$ cat config.mk
export PLATFORM = sky130hd
export DESIGN_NAME = irda_rz_codec
export DESIGN_NICKNAME = d
export VERILOG_FILES = /design/src/rtl/irda_pkg.sv /design/src/rtl/irda_sync.sv /design/src/rtl/irda_tx_enc.sv /design/src/rtl/irda_rx_dec.sv /design/src/rtl/irda_rz_codec.sv
export SDC_FILE = /design/constraint.sdc
export NUM_CORES = 1
export LEC_CHECK = 0
export ABC_CLOCK_PERIOD_IN_PS = 1700
export BUFFER_PORTS_ARGS = -buffer_cell sky130_fd_sc_hd__clkbuf_2
export CAP_MARGIN = 10
export CORE_MARGIN = 2
export CORE_UTILIZATION = 45
export CTS_CLUSTER_DIAMETER = 80
export DETAILED_ROUTE_END_ITERATION = 10
export PLACE_DENSITY = 0.67
export SYNTH_ARGS = -nofsm -noshare
export SYNTH_HDL_FRONTEND = slang
export SYNTH_SLANG_ARGS = --single-unit
$ cat constraint.sdc
create_clock -name clk_i -period 1.7 [get_ports clk_i]
set_input_delay 0.255 -clock clk_i [delete_from_list [all_inputs] [get_ports clk_i]]
set_output_delay 0.255 -clock clk_i [all_outputs]
set_load 0.05 [all_outputs]
$ cat src/rtl/irda_pkg.sv
package irda_pkg;
  typedef enum logic {
    POL_RISE = 1'b0,
    POL_FALL = 1'b1
  } rx_pol_e;

  function automatic logic in_window(input int ph, input int start, input int len);
    return (ph >= start) && (ph < start + len);
  endfunction
endpackage

$ cat src/rtl/irda_sync.sv
module irda_sync #(
  parameter int   STAGES  = 2,
  parameter logic RST_VAL = 1'b1
) (
  input  logic clk_i,
  input  logic rst_ni,
  input  logic d_i,
  output logic q_o
);
  logic [STAGES-1:0] q;

  for (genvar i = 0; i < STAGES; i++) begin : g_stage
    always_ff @(posedge clk_i or negedge rst_ni) begin
      if (!rst_ni)     q[i] <= RST_VAL;
      else if (i == 0) q[i] <= d_i;
      else             q[i] <= q[(i == 0) ? 0 : i-1];
    end
  end

  assign q_o = q[STAGES-1];
endmodule

$ cat src/rtl/irda_tx_enc.sv
module irda_tx_enc
  import irda_pkg::*;
#(
  parameter int TICKS       = 16,
  parameter int PULSE_START = 7,
  parameter int PULSE_LEN   = 3
) (
  input  logic clk_i,
  input  logic rst_ni,
  input  logic active_i,
  input  logic tick_i,
  input  logic nrz_i,
  output logic ir_o
);
  localparam int PW = $clog2(TICKS);

  logic [PW-1:0] ph_q, ph_d;
  logic          prev_q, ir_q;

  // Phase restarts on each sampled transition, otherwise wraps every cell.
  always_comb begin
    if (nrz_i != prev_q)              ph_d = '0;
    else if (ph_q == PW'(TICKS - 1))  ph_d = '0;
    else                              ph_d = ph_q + 1'b1;
  end

  always_ff @(posedge clk_i or negedge rst_ni) begin
    if (!rst_ni) begin
      prev_q <= 1'b1;
      ph_q   <= PW'(TICKS - 1);
      ir_q   <= 1'b1;
    end else if (!active_i) begin
      prev_q <= nrz_i;
      ph_q   <= PW'(TICKS - 1);
      ir_q   <= 1'b1;
    end else if (tick_i) begin
      prev_q <= nrz_i;
      ph_q   <= ph_d;
      ir_q   <= nrz_i | ~in_window(int'(ph_d), PULSE_START, PULSE_LEN);
    end
  end

  assign ir_o = ir_q;

  AST_TX_ONE_HIGH: assert property (@(posedge clk_i) disable iff (!rst_ni)
    active_i && tick_i && nrz_i |=> ir_q);
  AST_TX_LOW_IN_WINDOW: assert property (@(posedge clk_i) disable iff (!rst_ni)
    !ir_q |-> (int'(ph_q) >= PULSE_START && int'(ph_q) < PULSE_START + PULSE_LEN));
  AST_TX_IDLE_OFF: assert property (@(posedge clk_i) disable iff (!rst_ni)
    !active_i |=> ir_q);
endmodule

$ cat src/rtl/irda_rx_dec.sv
module irda_rx_dec
  import irda_pkg::*;
#(
  parameter int TICKS       = 16,
  parameter int SYNC_STAGES = 2
) (
  input  logic clk_i,
  input  logic rst_ni,
  input  logic active_i,
  input  logic tick_i,
  input  logic pol_i,
  input  logic ir_i,
  output logic nrz_o
);
  localparam int CW = $clog2(TICKS + 1);

  logic          ir_s, prev_q, rise, fall, det;
  logic [CW-1:0] cnt_q;

  irda_sync #(.STAGES(SYNC_STAGES), .RST_VAL(1'b1)) u_sync (
    .clk_i (clk_i),
    .rst_ni(rst_ni),
    .d_i   (ir_i),
    .q_o   (ir_s)
  );

  always_ff @(posedge clk_i or negedge rst_ni) begin
    if (!rst_ni) prev_q <= 1'b1;
    else         prev_q <= ir_s;
  end

  assign rise = ir_s & ~prev_q;
  assign fall = ~ir_s & prev_q;
  // Edge only; width is deliberately not qualified.
  assign det  = active_i & ((rx_pol_e'(pol_i) == POL_FALL) ? fall : rise);

  always_ff @(posedge clk_i or negedge rst_ni) begin
    if (!rst_ni)                      cnt_q <= '0;
    else if (!active_i)               cnt_q <= '0;
    else if (det)                     cnt_q <= CW'(TICKS);
    else if (tick_i && cnt_q != '0)   cnt_q <= cnt_q - 1'b1;
  end

  assign nrz_o = (cnt_q == '0);

  AST_RX_DET_LOW: assert property (@(posedge clk_i) disable iff (!rst_ni)
    det |=> !nrz_o);
  AST_RX_CNT_RANGE: assert property (@(posedge clk_i) disable iff (!rst_ni)
    int'(cnt_q) <= TICKS);
  AST_RX_RELEASE_ON_TICK: assert property (@(posedge clk_i) disable iff (!rst_ni)
    $rose(nrz_o) && $past(active_i) |-> $past(tick_i));
endmodule

$ cat src/rtl/irda_rz_codec.sv
module irda_rz_codec #(
  parameter int TICKS_PER_BIT = 16,
  parameter int PULSE_START   = 7,
  parameter int PULSE_LEN     = 3,
  parameter int SYNC_STAGES   = 2
) (
  input  logic clk_i,
  input  logic rst_ni,
  input  logic tick_i,
  input  logic enable_i,
  input  logic os8_i,
  input  logic rx_pol_i,
  input  logic tx_nrz_i,
  output logic tx_ir_o,
  input  logic rx_ir_i,
  output logic rx_nrz_o,
  output logic cfg_err_o
);
  logic active, tx_enc, rx_dec;

  // 8-tick oversampling is unsupported: flag it and fall back to bypass.
  assign cfg_err_o = enable_i & os8_i;
  assign active    = enable_i & ~os8_i;

  irda_tx_enc #(
    .TICKS      (TICKS_PER_BIT),
    .PULSE_START(PULSE_START),
    .PULSE_LEN  (PULSE_LEN)
  ) u_tx (
    .clk_i   (clk_i),
    .rst_ni  (rst_ni),
    .active_i(active),
    .tick_i  (tick_i),
    .nrz_i   (tx_nrz_i),
    .ir_o    (tx_enc)
  );

  irda_rx_dec #(
    .TICKS      (TICKS_PER_BIT),
    .SYNC_STAGES(SYNC_STAGES)
  ) u_rx (
    .clk_i   (clk_i),
    .rst_ni  (rst_ni),
    .active_i(active),
    .tick_i  (tick_i),
    .pol_i   (rx_pol_i),
    .ir_i    (rx_ir_i),
    .nrz_o   (rx_dec)
  );

  assign tx_ir_o  = active ? tx_enc : tx_nrz_i;
  assign rx_nrz_o = active ? rx_dec : rx_ir_i;

  AST_CFG_BYPASS: assert property (@(posedge clk_i) disable iff (!rst_ni)
    cfg_err_o |-> (tx_ir_o == tx_nrz_i) && (rx_nrz_o == rx_ir_i));
  AST_NO_ERR_WHEN_OFF: assert property (@(posedge clk_i) disable iff (!rst_ni)
    !enable_i |-> !cfg_err_o);
endmodule

**After elaboration in Yosys (flattened, before gate mapping)**

Cells that the tools add are included.

- Word-level logic and storage cells: 43
- Flip-flop bits (word level): 14

- Bitwise logic cells: 10
- Muxes and demuxes: 14
- Reduce and logical (&&, ||, !) cells: 4
- Add/subtract/negate cells: 2
- Equality and inequality tests: 4
- $lt $le $gt $ge: 2

Operator list:

| kind | count |
|---|---|
| $mux 4 | 4 |
| $mux 5 | 3 |
| $mux 1 | 7 |
| $and 1x1->1 | 5 |
| $logic_not 5->1 | 1 |
| $reduce_bool 5->1 | 1 |
| $sub 5x1->5 const B | 1 |
| $add 4x1->4 const B | 1 |
| $eq 4x4->1 const B | 1 |
| $ge 4x3->1 const B | 1 |
| $lt 4x4->1 const B | 1 |
| $not 1->1 | 4 |
| $ne 3x1->1 const B | 1 |
| $logic_and 1x1->1 | 2 |
| $ne 2x2->1 const B | 1 |
| $ne 1x1->1 | 1 |
| $or 1x1->1 | 1 |

**Longest topological paths before layout**

Gate-level depths: netlist of run 1.

- Word-level depth: 9
- Mapped depth: 5
- Gate-level depth less buffers: 5

**Cells and area by module**

Synthesis of run 1 repeated with hierarchy kept, for this count alone.

- Cell total of the unflattened synthesis: 77
- Area total of the unflattened synthesis: 789.5 µm²

By module, submodules not included:

| module | cells each | seq. area each (µm²) | times used | area an instance (µm²) |
|---|---|---|---|---|
| irda_tx_enc | 39 | 157.7 | 1 | 371.6 |
| irda_rx_dec | 31 | 151.4 | 1 | 310.3 |
| irda_rz_codec | 5 | 0.0 | 1 | 55.1 |
| irda_sync | 2 | 52.6 | 1 | 52.6 |

**Worst setup path after synthesis of run 1**

No wires, ideal clock.

- Path kind: reg-to-output
- From: reg u_rx.cnt_q[0]
- To: out rx_nrz_o
- Data required time: 1.445 ns
- Data arrival time: 1.866 ns
- Slack: -0.421 ns
- Stages on the path, launching flop included: 5
- Buffers on the path: 0
- Path through: dfrtp_1 -> inv_1 -> ha_1 -> or4b_1 -> o21ai_1

- Cells in the longest elaborated chain, start to end: 2

Ends and longest elaborated chain:

| what | RTL line | source |
|---|---|---|
| start, declared | irda_rx_dec.sv:18 | `logic [CW-1:0] cnt_q;` |
| start signal, assigned | irda_rx_dec.sv:40 | `else if (det) cnt_q <= CW'(TICKS);` |
| start signal, assigned | irda_rx_dec.sv:41 | `else if (tick_i && cnt_q != '0) cnt_q <= cnt_q - 1'b1;` |
| $logic_not 5->1 | irda_rx_dec.sv:44 | `assign nrz_o = (cnt_q == '0);` |
| $mux 1 | irda_rz_codec.sv:52 | `assign rx_nrz_o = active ? rx_dec : rx_ir_i;` |
| end, declared | irda_rz_codec.sv:16 | `output logic rx_nrz_o,` |

No other way between the ends.

**Final worst setup path of run 1**

Ends and elaborated chain as after synthesis.

==> results of run 1 <==
## cell usage after synthesis (2+ instances only)
library cell / number / area [µm²]
nand3_1: 6 / 30.03
and2_1: 2 / 12.51
clkbuf_1: 2 / 7.510
inv_1: 5 / 18.77
o211ai_1: 2 / 15.01
o21ai_1: 3 / 15.01
nand2_1: 5 / 18.77
dfrtp_1: 5 / 125.1
a21oi_1: 4 / 20.02
xor2_1: 2 / 17.52
nor2_1: 6 / 22.52
dfstp_2: 9 / 236.5
or4b_1: 2 / 20.02
a31oi_1: 3 / 18.77
a21boi_0: 2 / 15.01
nand2b_1: 2 / 12.51
ha_1: 2 / 25.02
nor4b_1: 2 / 17.52
## logic make-up after synthesis
family / after synthesis / synth area share, %
AO/OA/AOI/OAI: 22 / 18.71
XOR/XNOR: 3 / 3.302
adder cells (fa/ha/maj): 2 / 3.144
buffers and inverters: 8 / 4.246
flip-flops: 14 / 45.44
multiplexers: 1 / 1.415
AND/OR/NAND/NOR: 32 / 23.74
## final cells by class
cell class	count	area (µm²)	share of cell area, %
Multi-Input combinational cell	60	440.4	41.81
Sequential cell	14	361.6	34.32
Timing Repair Buffer	25	175.2	16.63
Clock buffer	4	36.28	3.444
Tap cell	17	21.27	2.019
Inverter	5	18.77	1.781
## critical path, cell delays in order (launching register included)
cell and delay (ns):
dfrtp_1 0.40, inv_2 0.08, ha_4 0.12, or4b_4 0.49
o21ai_4 0.15, buf_8 0.16
## final timing paths
| check | start | to | slack, ns | depth (start not counted) |
|---|---|---|---|---|
| worst max-delay path | u_rx.cnt_q[0] | rx_nrz_o | -0.24 | 5 |
| worst min-delay path | rx_ir_i | u_rx.u_sync.q[0] | 0.06 | 1 |
| worst max register to register | u_rx.cnt_q[0] | u_rx.cnt_q[3] | 0.02 | 5 |
| worst min register to register | u_rx.u_sync.q[0] | u_rx.u_sync.q_o | 0.36 | 0 |
| max in group asynchronous | rst_ni | u_rx.prev_q | 0.97 | 2 |
| min in group asynchronous | rst_ni | u_rx.cnt_q[3] | 0.41 | 2 |
## through the flow
stage	hold WS (ns)	TNS, ns	util (%)
2_1_floorplan	-0.04059	0	-
3_3_place_gp	0.1793	-0.04636	56.52
3_5_place_dp	0.1849	-0.07837	56.52
4_1_cts	0.04681	-0.2619	61.11
5_1_grt	0.04094	-0.3179	62.37
6_report	0.05741	-0.2402	62.37
## repair_timing
item,CTS,global route
pin swaps,1,1
gates resized for setup,2,4
setup buffers,3,1
setup endpoints to repair,1,2
endpoints found under the hold margin,5,0
hold buffers,1,0
## where the power goes
group | switching (mW) | internal (mW)
combinational | 0.0938 | 0.0713
sequential | 0.0114 | 0.354
clock | 0.113 | 0.130
## registers in the layout (all words and copies together), names as in the netlist
register	count
u_tx.prev_q	1
u_tx.ir_o	1
u_rx.prev_q	1
u_tx.ph_q	4
u_rx.u_sync.q_o	1
u_rx.cnt_q	5
u_rx.u_sync.q	1
## layer usage
metal / vias to the layer above / wire [µm] / global-route usage, %
met3: 4 / 62 / 2.353
met1: 359 / 882 / 26.52
met5: - / 0 / 0
met2: 15 / 902 / 33.06
li1: 360 / - / -
met4: 0 / 36 / 12.00
==> qor.yml, run 1 <==
setup_path:
  path_class: "flop to output port"
  cp_max_fo: 2
  crit_required_ns: 1.44
  cp-start-kind: "flop"
  crit_arrival_ns: 1.69
  crit_path_end_kind: "output port"
global_routing:
  grt_pass1_wl_um: 3022
  grt.overflow.total: 0
  grt_pass1_vias: 689
  grt_max_degree: 18
  antenna_found_initial: 0
  grt.total_usage_pct: 20.63
sta:
  min_period_ns: 1.940
  relSlewSlack_pct: 74.26
  finalHoldViolations: 0
  clock.fmax_ghz: 0.5154
  setup_viol: 1
  drv_slew: 0
  worstMarginPinSlew_ns: 0.3808
  layout_setup_ws_ns: -0.2402
  finalCritPeriodShare_pct: 114.1
  rsz0062_at_grt: "yes"
  skew_ns: 0.003036
placement:
  placed_area_um2: 954.7
  dp.cells: 116
  port_buffers: 10
  gp_congestion: 0.8897
  dp_hpwl_um: 1318
  place_ws_ns: -0.07837
clock_tree:
  cts.path.max_buffers: 2
  cts_tree: "built"
  cts.sinks: 14
  clk_pin_slew_worst_paths_ns: 0.09
  cts_made_buffers: 3
  clk_latency_ns: 0.28
  cts_root_buffer: "clkbuf_4"
  h-tree-depth: 1
yosys:
  yosys_register_bits: 14
  yosysUniqueCellTypes: 36
  synthFlopType: "dfstp_2"
  synth_edf_count: 0
  synth_area_per_cell_um2: 9.704
  syn-cell-area_um2: 795.8
  async_flop_share_pct: 100.0
  syn_nets: 92
  yosys_warnings: 0
  ys_seq_area_share_pct: 45.44
  syn_inst: 82
run_status:
  violations: "setup timing"
  status: "finished with violations"
job:
  max-cap-violations: 0
drt:
  vias_per_cell: 5.904
  ant_nets: 0
  dr.first_iter.drc_count: 19
  routedWlPerCell_um: 15.06
  drcViolationCount: 0
  num_vias: 738
  drt-pass1-iter-count: 4
  wirelength_um: 1883
pwr:
  power_uw: 774.4
  powerDensity_mw_per_mm2: 735.1
  p_leak_nw: 0.4701
  ir_drop_uv: 444.1
die:
  dieArea_mm2: 0.002121
  initial_core_util_pct: 47.11
  die_y_um: 46.05
  die-width_um: 46.05
  io-pin-count: 11
  core_region_area_mm2: 0.001689
  rows: 15
final_layout:
  area.growth.synth_to_final_pct: 32.39
  final_cell_mix: "buf_4 (14), clkbuf_2 (9), dfstp_2 (9)"
  fin_area_mm2: 0.001054
  diodes: 0
  drive_above_1_share_pct: 41.67
  fin_cells: 125
  num-nets-final: 119
  final_common_cell: "buf_4"
  fillers: 144
min_path:
  hp-class: "input pin to flop"
Note: power is estimated with default switching activity, not from simulation.
==> inputs of run 2 (changes only) <==
--- a/config.mk
+++ b/config.mk
@@ -13,6 +13,7 @@
 export CTS_CLUSTER_DIAMETER = 80
 export DETAILED_ROUTE_END_ITERATION = 10
 export PLACE_DENSITY = 0.67
+export REMOVE_ABC_BUFFERS = 1
 export SYNTH_ARGS = -nofsm -noshare
 export SYNTH_HDL_FRONTEND = slang
 export SYNTH_SLANG_ARGS = --single-unit
==> run 2 against run 1 <==
The flow still finishes with violations (setup timing). Register-to-register slack got worse by 0.03 ns. Hold slack lost 0.0033 ns. Sequential power is essentially flat. Non-clock buffer count is 1 higher.
==> qor.yml, run 2 (synthesized netlist as in run 1, its figures left out) <==
final_layout:
  fin_cells: 126  # +0.80%
  drive_above_1_share_pct: 39.45  # -2.2 points
  area.growth.synth_to_final_pct: 31.29
  fillers: 144  # unchanged
  postLayoutCoreUtil_pct: 61.85  # -0.52 points
  diodes: 0  # unchanged
  final-seq-area_um2: 361.6  # unchanged
  final_cell_mix: "buf_4 (15), clkbuf_2 (9), dfstp_2 (9)"
  multi_input_area_um2: 434.2  # -1.4%
  num-nets-final: 120  # +0.84%
  final_common_cell: "buf_4"
  largest_reg_flops: 5  # unchanged
  largestRegisters: "u_rx.cnt_q: 5 flops, u_tx.ph_q: 4 flops"
  top_register: "u_rx.cnt_q"
min_path:
  whs_path_depth: 1  # unchanged
  hp-class: "input pin to flop"
setup_path:
  cp-start-kind: "flop"
  cp_max_fo: 2  # unchanged
  r2r_cells: 5  # unchanged
  crit_arrival_ns: 1.72  # +0.03 ns
  path_class: "flop to output port"
  crit_required_ns: 1.44  # about the same
  ff2ff_setup_slack_ns: -0.01  # -0.03 ns
  crit_path_end_kind: "output port"
pwr:
  p_leak_nw: 0.4666  # -0.75%
  ir_drop_uv: 486.1  # +9.5%
  power_uw: 747.9  # -3.4%
  powerDensity_mw_per_mm2: 715.9  # -2.6%
drt:
  ant_nets: 0  # unchanged
  vias_per_cell: 5.730  # -2.9%
  drt-pass1-iter-count: 4  # unchanged
  dr.first_iter.drc_count: 13  # -6
  wirelength_um: 1968  # +4.5%
  drcViolationCount: 0  # unchanged
  num_vias: 722  # -2.2%
  routedWlPerCell_um: 15.62  # +3.7%
job:
  max-cap-violations: 0  # unchanged
clock_tree:
  h-tree-depth: 1  # unchanged
  cts_tree: "built"
  cts.sinks: 14  # unchanged
  clk_pin_slew_worst_paths_ns: 0.09  # about the same
  cts_made_buffers: 3  # unchanged
  cts.path.max_buffers: 2  # unchanged
  clk_latency_ns: 0.29  # about the same
  cts_root_buffer: "clkbuf_4"
placement:
  dp_hpwl_um: 1338  # +1.5%
  place_ws_ns: -0.1018  # -0.02338 ns
  gp_congestion: 0.7698  # -13%
  port_buffers: 10  # unchanged
  dp.cells: 119  # +2.6%
global_routing:
  grt_pass1_vias: 726  # +5.4%
  grt.overflow.total: 0  # unchanged
  antenna_found_initial: 0  # unchanged
  grt_pass1_wl_um: 3201  # +5.9%
  grt_max_degree: 18  # unchanged
  grt.total_usage_pct: 21.24  # +0.61 points
die:
  rows: 15  # unchanged
  dieArea_mm2: 0.002121  # unchanged
  die_y_um: 46.05  # unchanged
  die-width_um: 46.05  # unchanged
  initial_core_util_pct: 47.11  # unchanged
  io-pin-count: 11  # unchanged
  core_region_area_mm2: 0.001689  # unchanged
sta:
  skew_ns: 0.003048  # +0.00001171 ns
  finalHoldViolations: 0  # unchanged
  setup_viol: 2  # +1
  relSlewSlack_pct: 75.21  # +0.95 points
  drv_slew: 0  # unchanged
  finalCritPeriodShare_pct: 116.0  # +1.9 points
  rsz0062_at_grt: "yes"
  layout_setup_ws_ns: -0.2720  # -0.03179 ns
  worstMarginPinSlew_ns: 0.3719  # -0.008891 ns
  min_period_ns: 1.972  # +0.03179 ns
  clock.fmax_ghz: 0.5071  # -1.6%
run_status:
  violations: "setup timing"
  status: "finished with violations"
run 2: worst paths after layout:
check | from | end
max | u_rx.cnt_q[1] | rx_nrz_o
min | rx_ir_i | u_rx.u_sync.q[0]
max reg2reg | u_rx.cnt_q[1] | u_rx.cnt_q[3]
min reg2reg | u_rx.u_sync.q[0] | u_rx.u_sync.q_o
max in group asynchronous | rst_ni | u_rx.prev_q
min in group asynchronous | rst_ni | u_rx.cnt_q[3]
run 2: metal layers:
layer  global-route usage, %  share of wire [%]  up-vias
met5                       0                  0        -
met4                   6.857                1.4        0
met3                   2.353                4.2        4
met2                   34.72                 49       21
met1                   29.21                 46      341
li1                        -                  -      356
run 2: layout make-up:
cell class                 instances  share of cell area (%)
clock buffer                       4                   2.515
inverter                           5                   1.796
multi-input combinational         60                   41.56
sequential                        14                   34.61
tap                               17                   2.036
timing repair buffer              26                   17.49
run 2: repair_timing:
action / 4_1_cts / 5_1_grt
pin swaps: 2 / 2
resized for setup: 8 / 3
endpoints found under the hold margin: 5 / 0
buffers inserted: 1 / 1
hold buffers: 1 / 0
endpoints found under the setup margin: 1 / 2
run 2: metrics by stage:
| step | cell area (µm²) | TNS, ns | hold WS, ns |
|---|---|---|---|
| after floorplan | 780.7 | -0.4212 | -0.04059 |
| after global placement | 949.7 | -0.07950 | 0.1798 |
| after CTS | 1022 | -0.2621 | 0.05082 |
| after detailed placement | 949.7 | -0.1018 | 0.1785 |
| after global routing | 1045 | -0.3729 | 0.05710 |
| final | 1045 | -0.2830 | 0.05410 |
run 2: worst max-delay path, cell delays in order (launching register included):
cell and delay [ns]:
dfrtp_1 0.41, inv_2 0.08, ha_4 0.13, or4b_4 0.49, o21ai_4 0.17, buf_8 0.16
run 2: power by group:
part	switching [mW]	leakage, nW	internal (mW)
combinational	0.0967	0.287	0.0731
clock	0.121	0.0150	0.0912
sequential	0.0115	0.164	0.354
==> inputs of run 3 (changes only) <==
--- a/config.mk
+++ b/config.mk
@@ -5,14 +5,14 @@
 export SDC_FILE = /design/constraint.sdc
 export NUM_CORES = 1
 export LEC_CHECK = 0
-export ABC_CLOCK_PERIOD_IN_PS = 1700
+export ABC_CLOCK_PERIOD_IN_PS = 1600
 export BUFFER_PORTS_ARGS = -buffer_cell sky130_fd_sc_hd__clkbuf_2
 export CAP_MARGIN = 10
 export CORE_MARGIN = 2
-export CORE_UTILIZATION = 45
+export CORE_UTILIZATION = 49
 export CTS_CLUSTER_DIAMETER = 80
 export DETAILED_ROUTE_END_ITERATION = 10
-export PLACE_DENSITY = 0.67
+export PLACE_DENSITY = 0.72
 export REMOVE_ABC_BUFFERS = 1
 export SYNTH_ARGS = -nofsm -noshare
 export SYNTH_HDL_FRONTEND = slang
==> constraint.sdc (replaced) <==
create_clock -name clk_i -period 1.6 [get_ports clk_i]
set_input_delay 0.24 -clock clk_i [delete_from_list [all_inputs] [get_ports clk_i]]
set_output_delay 0.24 -clock clk_i [all_outputs]
set_load 0.05 [all_outputs]
==> run 3 against run 2 <==
The flow still finishes with violations (setup timing). Critical path type unchanged. Flip-flop and latch count stayed put. Sequential share of layout area is 2.7 points lower. Cell area is 8.5% higher. Clock skew is 0.0053 ns higher. Global-route usage is 2.3 points higher. Non-clock buffer count is 4 higher. Clock-buffer cell count stayed put. Routed wire length is 8.6% higher. Die area is 7.5% lower.
==> qor.yml, run 3 (synthesized netlist as in run 1, its figures left out) <==
drt:
  dr.first_iter.drc_count: 31  # +18
  vias_per_cell: 6.000  # +4.7%
  ant_nets: 0  # unchanged
  wirelength_um: 2137  # +8.6%
  drt-pass1-iter-count: 4  # unchanged
  num_vias: 774  # +7.2%
  routedWlPerCell_um: 16.57  # +6.1%
  drcViolationCount: 0  # unchanged
setup_path:
  crit_required_ns: 1.36  # -0.08 ns
  rr_startpoint: "u_rx.cnt_q[0]"
  cp-startpoint: "u_rx.cnt_q[1]"
  cp_max_fo: 2  # unchanged
  r2r_cells: 5  # unchanged
  path_class: "flop to output port"
  cp-start-kind: "flop"
  worstPathCellList: "inv_2, ha_4, or4b_4, o21ai_2, buf_8"
  slowest_delay_ns: 0.47  # -0.02 ns
  crit_arrival_ns: 1.72  # about the same
  worst_path_max_delay_cell: "or4b_4"
  crit_path_end_kind: "output port"
sta:
  skew_ns: 0.008305  # +0.005257 ns
  drv_slew: 0  # unchanged
  setup_viol: 4  # +2
  finalCritPeriodShare_pct: 122.7
  relSlewSlack_pct: 70.44  # -4.8 points
  clock.fmax_ghz: 0.5092
  min_period_ns: 1.964
  rsz0062_at_grt: "yes"
  layout_setup_ws_ns: -0.3637  # -0.09174 ns
  finalHoldViolations: 0  # unchanged
  worstMarginPinSlew_ns: 0.4372  # +0.06529 ns
  hold_ws_ns: 0.03723  # -0.01686 ns
  setup-tns-final_ns: -0.7716  # -0.4886 ns
pwr:
  power_uw: 864.0  # +16%
  powerDensity_mw_per_mm2: 762.2  # +6.5%
  ir_drop_uv: 644.0  # +32%
  p_leak_nw: 0.5118  # +9.7%
min_path:
  hp-class: "input pin to flop"
  hold_start: "rx_ir_i"
  whs_path_depth: 1  # unchanged
clock_tree:
  cts_tree: "built"
  cts_root_buffer: "clkbuf_4"
  cts.path.max_buffers: 2  # unchanged
  cts_made_buffers: 3  # unchanged
  cts.sinks: 14  # unchanged
  h-tree-depth: 1  # unchanged
  clk_pin_slew_worst_paths_ns: 0.09  # about the same
  clk_latency_ns: 0.29  # about the same
placement:
  place_ws_ns: -0.1981  # -0.09631 ns
  placed_area_um2: 948.4  # -0.13%
  dp_hpwl_um: 1253  # -6.3%
  gp_congestion: 0.8428  # +9.5%
  dp.cells: 118  # -0.84%
  port_buffers: 10  # unchanged
final_layout:
  fin_cells: 129  # +2.4%
  top_register: "u_rx.cnt_q"
  fin_area_mm2: 0.001134  # +8.5%
  largestRegisters: "u_rx.cnt_q: 5 flops, u_tx.ph_q: 4 flops"
  postLayoutCoreUtil_pct: 75.25  # +13 points
  diodes: 0  # unchanged
  largest_reg_flops: 5  # unchanged
  fillers: 97  # -33%
  final_common_cell: "buf_4"
  drive_above_1_share_pct: 49.56  # +10 points
  area.growth.synth_to_final_pct: 42.45
  final_cell_mix: "buf_4 (18), clkbuf_2 (9), dfstp_2 (9)"
  num-nets-final: 124  # +3.3%
die:
  io-pin-count: 11  # unchanged
  dieArea_mm2: 0.001962  # -7.5%
  initial_core_util_pct: 52.82  # +5.7 points
  die-width_um: 44.30  # -3.8%
  rows: 14  # -1
  core_region_area_mm2: 0.001506  # -11%
  die_y_um: 44.30  # -3.8%
global_routing:
  grt_pass1_wl_um: 3256  # +1.7%
  grt.total_usage_pct: 23.50  # +2.3 points
  grt.overflow.total: 0  # unchanged
  grt_pass1_vias: 710  # -2.2%
  grt_max_degree: 18  # unchanged
  antenna_found_initial: 0  # unchanged
run_status:
  violations: "setup timing"
  status: "finished with violations"
job:
  max-cap-violations: 0  # unchanged
[run 3: worst max-delay path, delay by kind of cell (launching register included)]
kind                       cells  cell delay [ns]
AOI/OAI and AO/OA              1             0.16
adders and majority gates      1             0.14
buffers and inverters          2             0.26
DFF                            1             0.41
and+or+nand+nor                1             0.47
[run 3: cell type report]
class | count | area, µm² | area share, %
Multi-Input combinational cell | 60 | 480.5 | 42.38
Sequential cell | 14 | 361.6 | 31.90
Timing Repair Buffer | 30 | 216.5 | 19.09
Clock buffer | 4 | 36.28 | 3.201
Tap cell | 16 | 20.02 | 1.766
Inverter | 5 | 18.77 | 1.656
[run 3: where the power goes]
group | leakage [nW] | internal [mW] | switching (mW) | total [mW]
logic | 0.327 | 0.0961 | 0.110 | 0.206
registers | 0.164 | 0.376 | 0.0141 | 0.390
clock network | 0.0210 | 0.139 | 0.129 | 0.268
total | 0.512 | 0.611 | 0.253 | 0.864
[run 3: worst paths after layout]
path	endpoint	slack, ns
worst min register to register	u_rx.u_sync.q_o	0.36
worst max-delay path	rx_nrz_o	-0.36
max in group asynchronous	u_rx.prev_q	0.91
worst max register to register	u_rx.cnt_q[3]	-0.14
min in group asynchronous	u_rx.cnt_q[0]	0.38
worst min-delay path	u_rx.u_sync.q[0]	0.04
[run 3: per-layer routing]
metal,wire length [µm],part of all wire [%],up-vias,track usage (%)
met5,0,0,-,0
li1,-,-,366,-
met4,82,3.8,0,12.12
met1,891,42,367,32.55
met3,114,5.3,11,2.857
met2,1047,49,30,36.18
[run 3: what timing repair did]
item | in CTS | in global routing
resized for setup | 10 | 10
setup buffers | 3 | 3
cloned | 0 | 0
pin swaps | 2 | 5
hold endpoints to repair | 5 | 0
hold buffers | 1 | 0
setup endpoints to repair | 2 | 5
